File: config.mk
export PLATFORM = sky130hd
export DESIGN_NAME = search_rom_accel
export DESIGN_NICKNAME = d
export VERILOG_FILES = /design/src/rtl/sra_pkg.sv /design/src/rtl/sra_host_port.sv /design/src/rtl/sra_slot_seq.sv /design/src/rtl/sra_nibble_acc.sv /design/src/rtl/search_rom_accel.sv
export SDC_FILE = /design/constraint.sdc
export NUM_CORES = 1
export LEC_CHECK = 0
export BUFFER_PORTS_ARGS = -buffer_cell sky130_fd_sc_hd__buf_2
export CAP_MARGIN = 10
export CELL_PAD_IN_SITES_DETAIL_PLACEMENT = 1
export CELL_PAD_IN_SITES_GLOBAL_PLACEMENT = 2
export CORE_AREA = 2 2 57 86
export CTS_CLUSTER_DIAMETER = 100
export DETAILED_ROUTE_END_ITERATION = 10
export DIE_AREA = 0 0 59 88
export HOLD_SLACK_MARGIN = 0.15
export PLACE_DENSITY = 0.73
export RECOVER_POWER = 25
export SKIP_LAST_GASP = 1
export SLEW_MARGIN = 20
export SYNTH_ARGS = -nofsm -noshare
export SYNTH_HDL_FRONTEND = slang
export SYNTH_HIERARCHICAL = 1
export SYNTH_SLANG_ARGS = --single-unit
File: constraint.sdc
create_clock -name clk -period 2.38 [get_ports clk]
set_clock_uncertainty 0.2 [all_clocks]
set_input_delay 0.476 -clock clk [delete_from_list [all_inputs] [get_ports clk]]
set_output_delay 0.476 -clock clk [all_outputs]
set_load 0.02 [all_outputs]
File: src/rtl/sra_pkg.sv
package sra_pkg;

    localparam int unsigned NIB_W_DEF = 4;

    typedef enum logic [1:0] {
        SEQ_IDLE    = 2'd0,
        SEQ_RD_TRUE = 2'd1,
        SEQ_RD_COMP = 2'd2,
        SEQ_WRITE   = 2'd3
    } seq_state_t;

    typedef enum logic {
        SLOT_READ  = 1'b0,
        SLOT_WRITE = 1'b1
    } slot_kind_t;

    typedef struct packed {
        logic chosen;
        logic disc;
    } bit_result_t;

    // Decide one ID bit from the two read slots and the host guide bit.
    function automatic bit_result_t resolve_bit(input logic true_bit,
                                                input logic comp_bit,
                                                input logic guide_bit);
        bit_result_t r;
        if (true_bit != comp_bit) begin
            r.chosen = true_bit;
            r.disc   = 1'b0;
        end else if (!true_bit) begin
            r.chosen = guide_bit;
            r.disc   = 1'b1;
        end else begin
            r.chosen = 1'b1;
            r.disc   = 1'b1;
        end
        return r;
    endfunction

endpackage

File: src/rtl/sra_host_port.sv
module sra_host_port
    import sra_pkg::*;
#(
    parameter  int unsigned NIB_W  = NIB_W_DEF,
    localparam int unsigned BYTE_W = 2 * NIB_W
) (
    input  logic              clk,
    input  logic              rst,
    input  logic              search_en,
    input  logic              wr_en,
    input  logic [BYTE_W-1:0] wr_data,
    input  logic              rd_ack,
    input  logic              seq_idle,
    input  logic              nib_done,
    input  logic [BYTE_W-1:0] nib_byte,
    output logic              start,
    output logic [NIB_W-1:0]  guide,
    output logic [BYTE_W-1:0] rx_data,
    output logic              rx_full
);

    logic [NIB_W-1:0]  guide_q;
    logic [BYTE_W-1:0] rx_data_q;
    logic              rx_full_q;
    logic              unused_wr_bits;

    // Even positions of the host byte carry nothing.
    assign unused_wr_bits = ^wr_data;

    assign start = wr_en && search_en && seq_idle;

    for (genvar k = 0; k < NIB_W; k++) begin : g_guide
        always_ff @(posedge clk) begin
            if (rst) begin
                guide_q[k] <= 1'b0;
            end else if (start) begin
                guide_q[k] <= wr_data[2*k+1];
            end
        end
    end

    always_ff @(posedge clk) begin
        if (rst) begin
            rx_data_q <= '0;
            rx_full_q <= 1'b0;
        end else if (!search_en) begin
            rx_full_q <= 1'b0;
        end else if (nib_done) begin
            rx_data_q <= nib_byte;
            rx_full_q <= 1'b1;
        end else if (rd_ack) begin
            rx_full_q <= 1'b0;
        end
    end

    assign guide   = guide_q;
    assign rx_data = rx_data_q;
    assign rx_full = rx_full_q;

    assert_exit_clear_R10: assert property (@(posedge clk) disable iff (rst)
        !search_en |=> !rx_full_q);

    assert_guide_hold_R11: assert property (@(posedge clk) disable iff (rst)
        !start |=> $stable(guide_q));

endmodule

File: src/rtl/sra_slot_seq.sv
module sra_slot_seq
    import sra_pkg::*;
#(
    parameter  int unsigned NIB_W = NIB_W_DEF,
    localparam int unsigned IDX_W = (NIB_W > 1) ? $clog2(NIB_W) : 1
) (
    input  logic              clk,
    input  logic              rst,
    input  logic              search_en,
    input  logic              start,
    input  logic [NIB_W-1:0]  guide,
    output logic              slot_req,
    output slot_kind_t        slot_kind,
    output logic              slot_wbit,
    input  logic              slot_done,
    input  logic              slot_rbit,
    output logic              idle,
    output logic              bit_valid,
    output logic [IDX_W-1:0]  bit_idx,
    output bit_result_t       bit_res
);

    localparam logic [IDX_W-1:0] LAST_IDX = IDX_W'(NIB_W - 1);

    seq_state_t       state_q, state_d;
    logic [IDX_W-1:0] idx_q;
    logic             true_q;
    bit_result_t      res_q;

    always_comb begin
        state_d = state_q;
        unique case (state_q)
            SEQ_IDLE:    if (start)     state_d = SEQ_RD_TRUE;
            SEQ_RD_TRUE: if (slot_done) state_d = SEQ_RD_COMP;
            SEQ_RD_COMP: if (slot_done) state_d = SEQ_WRITE;
            SEQ_WRITE:   if (slot_done) state_d = (idx_q == LAST_IDX) ? SEQ_IDLE : SEQ_RD_TRUE;
            default:                    state_d = SEQ_IDLE;
        endcase
        if (!search_en) begin
            state_d = SEQ_IDLE;
        end
    end

    always_ff @(posedge clk) begin
        if (rst) begin
            state_q <= SEQ_IDLE;
            idx_q   <= '0;
            true_q  <= 1'b0;
            res_q   <= '0;
        end else begin
            state_q <= state_d;
            if (state_q == SEQ_IDLE && start) begin
                idx_q <= '0;
            end
            if (state_q == SEQ_RD_TRUE && slot_done) begin
                true_q <= slot_rbit;
            end
            if (state_q == SEQ_RD_COMP && slot_done) begin
                res_q <= resolve_bit(true_q, slot_rbit, guide[idx_q]);
            end
            if (state_q == SEQ_WRITE && slot_done && idx_q != LAST_IDX) begin
                idx_q <= idx_q + IDX_W'(1);
            end
        end
    end

    assign slot_req  = (state_q != SEQ_IDLE);
    assign slot_kind = (state_q == SEQ_WRITE) ? SLOT_WRITE : SLOT_READ;
    assign slot_wbit = (state_q == SEQ_WRITE) ? res_q.chosen : 1'b1;
    assign idle      = (state_q == SEQ_IDLE);
    assign bit_valid = (state_q == SEQ_WRITE) && slot_done && search_en;
    assign bit_idx   = idx_q;
    assign bit_res   = res_q;

    assert_slot_hold_R12: assert property (@(posedge clk) disable iff (rst)
        slot_req && !slot_done && search_en |=> slot_req && $stable(slot_kind) && $stable(slot_wbit));

    assert_abort_idle_R10: assert property (@(posedge clk) disable iff (rst)
        !search_en |=> !slot_req);

    assert_disagree_R4: assert property (@(posedge clk) disable iff (rst)
        state_q == SEQ_RD_COMP && slot_done && search_en && (true_q != slot_rbit)
        |=> slot_kind == SLOT_WRITE && slot_wbit == $past(true_q));

    assert_both_low_R5: assert property (@(posedge clk) disable iff (rst)
        state_q == SEQ_RD_COMP && slot_done && search_en && !true_q && !slot_rbit
        |=> slot_kind == SLOT_WRITE && slot_wbit == $past(guide[idx_q]) && res_q.disc);

    assert_both_high_R6: assert property (@(posedge clk) disable iff (rst)
        state_q == SEQ_RD_COMP && slot_done && search_en && true_q && slot_rbit
        |=> slot_wbit && res_q.disc);

endmodule

File: src/rtl/sra_nibble_acc.sv
module sra_nibble_acc
    import sra_pkg::*;
#(
    parameter  int unsigned NIB_W  = NIB_W_DEF,
    localparam int unsigned BYTE_W = 2 * NIB_W,
    localparam int unsigned IDX_W  = (NIB_W > 1) ? $clog2(NIB_W) : 1
) (
    input  logic              clk,
    input  logic              rst,
    input  logic              search_en,
    input  logic              bit_valid,
    input  logic [IDX_W-1:0]  bit_idx,
    input  bit_result_t       bit_res,
    output logic              nib_done,
    output logic [BYTE_W-1:0] nib_byte
);

    localparam logic [IDX_W-1:0] LAST_IDX = IDX_W'(NIB_W - 1);

    logic done_q;

    for (genvar k = 0; k < NIB_W; k++) begin : g_lane
        logic [1:0] lane_q;
        always_ff @(posedge clk) begin
            if (rst) begin
                lane_q <= 2'b00;
            end else if (bit_valid && bit_idx == IDX_W'(k)) begin
                lane_q <= {bit_res.chosen, bit_res.disc};
            end
        end
        assign nib_byte[2*k+1:2*k] = lane_q;
    end

    always_ff @(posedge clk) begin
        if (rst) begin
            done_q <= 1'b0;
        end else begin
            done_q <= search_en && bit_valid && (bit_idx == LAST_IDX);
        end
    end

    assign nib_done = done_q;

    assert_done_single_R9: assert property (@(posedge clk) disable iff (rst)
        nib_done |=> !nib_done);

    assert_early_bits_R2: assert property (@(posedge clk) disable iff (rst)
        bit_valid && bit_idx != LAST_IDX |=> !nib_done);

endmodule

File: src/rtl/search_rom_accel.sv
module search_rom_accel
    import sra_pkg::*;
#(
    parameter  int unsigned NIB_W  = NIB_W_DEF,
    localparam int unsigned BYTE_W = 2 * NIB_W,
    localparam int unsigned IDX_W  = (NIB_W > 1) ? $clog2(NIB_W) : 1
) (
    input  logic              clk,
    input  logic              rst,
    input  logic              search_en,
    input  logic              wr_en,
    input  logic [BYTE_W-1:0] wr_data,
    input  logic              rd_ack,
    output logic [BYTE_W-1:0] rx_data,
    output logic              rx_full,
    output logic              slot_req,
    output logic              slot_kind,
    output logic              slot_wbit,
    input  logic              slot_done,
    input  logic              slot_rbit
);

    logic              start_w;
    logic [NIB_W-1:0]  guide_w;
    logic              idle_w;
    logic              bit_valid_w;
    logic [IDX_W-1:0]  bit_idx_w;
    bit_result_t       bit_res_w;
    logic              nib_done_w;
    logic [BYTE_W-1:0] nib_byte_w;
    slot_kind_t        kind_w;

    sra_host_port #(.NIB_W(NIB_W)) u_host (
        .clk       (clk),
        .rst       (rst),
        .search_en (search_en),
        .wr_en     (wr_en),
        .wr_data   (wr_data),
        .rd_ack    (rd_ack),
        .seq_idle  (idle_w),
        .nib_done  (nib_done_w),
        .nib_byte  (nib_byte_w),
        .start     (start_w),
        .guide     (guide_w),
        .rx_data   (rx_data),
        .rx_full   (rx_full)
    );

    sra_slot_seq #(.NIB_W(NIB_W)) u_seq (
        .clk       (clk),
        .rst       (rst),
        .search_en (search_en),
        .start     (start_w),
        .guide     (guide_w),
        .slot_req  (slot_req),
        .slot_kind (kind_w),
        .slot_wbit (slot_wbit),
        .slot_done (slot_done),
        .slot_rbit (slot_rbit),
        .idle      (idle_w),
        .bit_valid (bit_valid_w),
        .bit_idx   (bit_idx_w),
        .bit_res   (bit_res_w)
    );

    sra_nibble_acc #(.NIB_W(NIB_W)) u_acc (
        .clk       (clk),
        .rst       (rst),
        .search_en (search_en),
        .bit_valid (bit_valid_w),
        .bit_idx   (bit_idx_w),
        .bit_res   (bit_res_w),
        .nib_done  (nib_done_w),
        .nib_byte  (nib_byte_w)
    );

    assign slot_kind = kind_w;

    assert_full_after_nibble_R9: assert property (@(posedge clk) disable iff (rst)
        $rose(rx_full) |-> !slot_req);

endmodule

==> impl_results.md <==
* CTS tree: built
* Largest cells by area after synthesis: dfxtp_1 40%, nand2b_1 9.1%, mux2i_1 8.3%, ha_1 5.2%, a21bo_2 4.9%
* GRT overflow at 0
* CP startpoint kind: register
* Synth Area per Inst at ~10 um^2
* Library cells used by synthesis at 34
* Slew Limit Fails at 0
* CTS root buf: clkbuf_8
* Critical Path End Type: output port
* PostCTS Resize Cnt at 0
* Global Route Usage Sum at 0.129
* Final ANT Viol Nets at 0
* Slew margin rel. at 0.618
* Synth Register Bits at 29
* Hold Fails Final Rpt at 0
* Clk slew on worst S/H paths at around 60 ps
* Antenna violations before repair at 0
* Die Wd at ~59 um
* Largest net degree at the start of global routing at 35
* Site row count at 30
* Vias in the first global route at around 1100
* Most frequent cell after synthesis: dfxtp_1
* Synth-to-layout area growth at 13.9%
* Peak VDD IR at 0.277 mV
* Gpl congestion at approximately 0.71
* Top cell type's share of synthesized area at 0.403
* Total CTS buffers at 5
* Initial DRC Count at 43
* Pre-CTS WS at between 400 and 500 ps
* Boundary Pins at 27
* Max Clk Rate at just over 0.5 GHz
* Vias per std cell at 4.99
* Fin worst setup slack at around 440 ps
* Final period utilization at 0.817
* DRC at 0
* RSZ-0062 raised after global routing: false
* Global-route wire length before repair at ~5.1 mm
* Number of synthesized flops with an enable pin at 0
* Worst slew pin tran at approximately 570 ps
* Syn Nets at between 150 and 200
* Post-CTS Hold Buffers at 0
* Sink Count at 29
* CP Class: register to output port
* Hpwl dp at approximately 2.1 mm
* Top_reg_cell synth: dfxtp_1
* Minimum clock period at between 1500 and 2000 ps
* Vias post-DR at about 1100
* Clock Tree Buf Depth at 2
* Reg area at just under 600 um^2
* Area of the multi-input gates at between 700 and 800 um^2
* Yosys warns at 6
* Htree depth at 2
* Share of layout cells above drive strength 1 at 0.268
* Worst endpoint data arrival time at between 1000 and 1500 ps
* Sequential area share after synthesis at 0.403
* Routed Wire Length at approximately 3.0 mm
* Initial Utilization at 0.325
* Core Region at 0.00443 mm^2
* CP max FO at 8
* Leak pwr at about 0.7 nW
* Ys async rst share at 0
* Routed len/inst at between 10 and 15 um
* Fillcell total at 529
* Top cells by count, synth: 29 x dfxtp_1, 21 x nand2b_1, 13 x nand3_1
* Hold/Removal Path Class: input port to register
* Slowest stage delay, CP at between 300 and 400 ps
* Port bufs at 22
* Clock latency on the worst-skew pair at around 280 ps
* Fin Setup TNS at 0 ps
* Max-cap viol count at 0
* PwrDens at just under 600 mW/mm^2
* TritonRoute pass-1 iters at 4
* N_diodes at 0
* Die Height at 88 um
* Post-synthesis cell area at approximately 0.0014 mm^2
* Gate Count Post-Synth at between 100 and 150
* Nets at between 150 and 200
* Final Setup Violations at 0
* Run status: completed
* Slowest stage cell, crit path: dfxtp_1
* Post-synth top area cell: dfxtp_1
* Postcts setup bufs at 0
* Worst Path Required at about 1700 ps
* Die Area at 0.00519 mm^2
* Crit path cell chain: ha_1 > nand2b_1 > buf_2
==> flip-flops by register name, summed over array words and instances (netlist names) <==
| name | count |
|---|---|
| u_acc/nib_done | 1 |
| u_host/rx_full | 1 |
| u_seq/true_q | 1 |
| u_host/rx_data | 8 |
| u_acc/g_lane.lane_q | 8 |
| u_seq/state_q | 2 |
| u_host/guide | 4 |
| u_seq/bit_res | 2 |
| u_seq/bit_idx | 2 |
==> per-layer routing <==
| metal | vias up | routed length [um] | track usage |
|---|---|---|---|
| met2 | 21 | 1510 | 0.219 |
| met3 | 7 | 102 | 0.0369 |
| li1 | 552 | - | - |
| met1 | 498 | 1360 | 0.152 |
| met5 | - | 0 | 0 |
| met4 | 0 | 46 | 0.0496 |
==> cell type report <==
| cell class | instances | area share |
|---|---|---|
| multi-input combinational | 103 | 0.471 |
| clock buffer | 7 | 0.0526 |
| inverter | 6 | 0.0137 |
| timing repair buffer | 23 | 0.0717 |
| tap | 48 | 0.0366 |
| sequential | 29 | 0.354 |
==> where the power goes <==
group | total, W | switching [W] | internal [W]
Clock | 0.000403 | 0.000174 | 0.000229
Sequential | 0.000494 | 0.00000341 | 0.000491
Combinational | 0.0000671 | 0.0000380 | 0.0000290
==> path summary, 6_finish.rpt <==
check                                 from  slack (ps)                                     end  depth (start not counted)
min reg2reg  u_seq/bit_res[0]$_SDFFE_PP0P_         260           u_seq/bit_res[0]$_SDFFE_PP0P_                          2
max reg2reg  u_seq/state_q[1]$_SDFFE_PP0P_         470  u_acc/g_lane[0].lane_q[0]$_SDFFE_PP0P_                          4
min                             wr_data[5]         260            u_host/guide[2]$_SDFFE_PP0P_                          3
max          u_seq/state_q[1]$_SDFFE_PP0P_         440                               slot_wbit                          3
==> cells by family (layout without fill, tap and decap cells) <==
family / Yosys count / after routing / synth area share
flops: 29 / 29 / 0.403
xor+xnor: 1 / 1 / 0.00608
simple gates: 53 / 53 / 0.219
compound gates: 30 / 30 / 0.161
mux: 13 / 13 / 0.0990
buf+inv: 14 / 36 / 0.0599
fa+ha+maj: 6 / 6 / 0.0521
==> layout by cell type (no fill, tap or decap), types with 2 or more instances in the layout <==
cell,netlist,final
nand3_1,13,13
clkbuf_8,0,6
nor3_1,2,2
a21bo_2,7,7
nand2_1,5,5
nand4_1,2,2
nand2b_1,21,21
buf_2,3,22
dfxtp_1,29,29
a21oi_1,12,12
nor2b_1,2,2
mux2i_1,12,12
nand3b_1,2,2
o221a_2,2,2
inv_1,6,6
ha_1,6,6
==> worst max-delay path: cells and delay by family (launching register included) <==
| kind | cells | cell delay (ps) |
|---|---|---|
| adder cells (fa/ha/maj) | 1 | 350 |
| AND/OR/NAND/NOR | 1 | 80 |
| buffers and inverters | 1 | 160 |
| flip-flops | 1 | 390 |
==> stage by stage <==
step	power, W	std cells	hold slack (ps)	util	area (um^2)
after floorplan	0.000554	146	226	-	1440
after global placement	0.000569	209	245	0.351	1550
after detailed placement	0.000573	209	251	0.351	1550
after CTS	0.000985	216	258	0.370	1640
after global routing	0.00101	216	269	0.370	1640
final	0.000964	216	260	0.370	1640
Power figures use the tool's default switching activity.
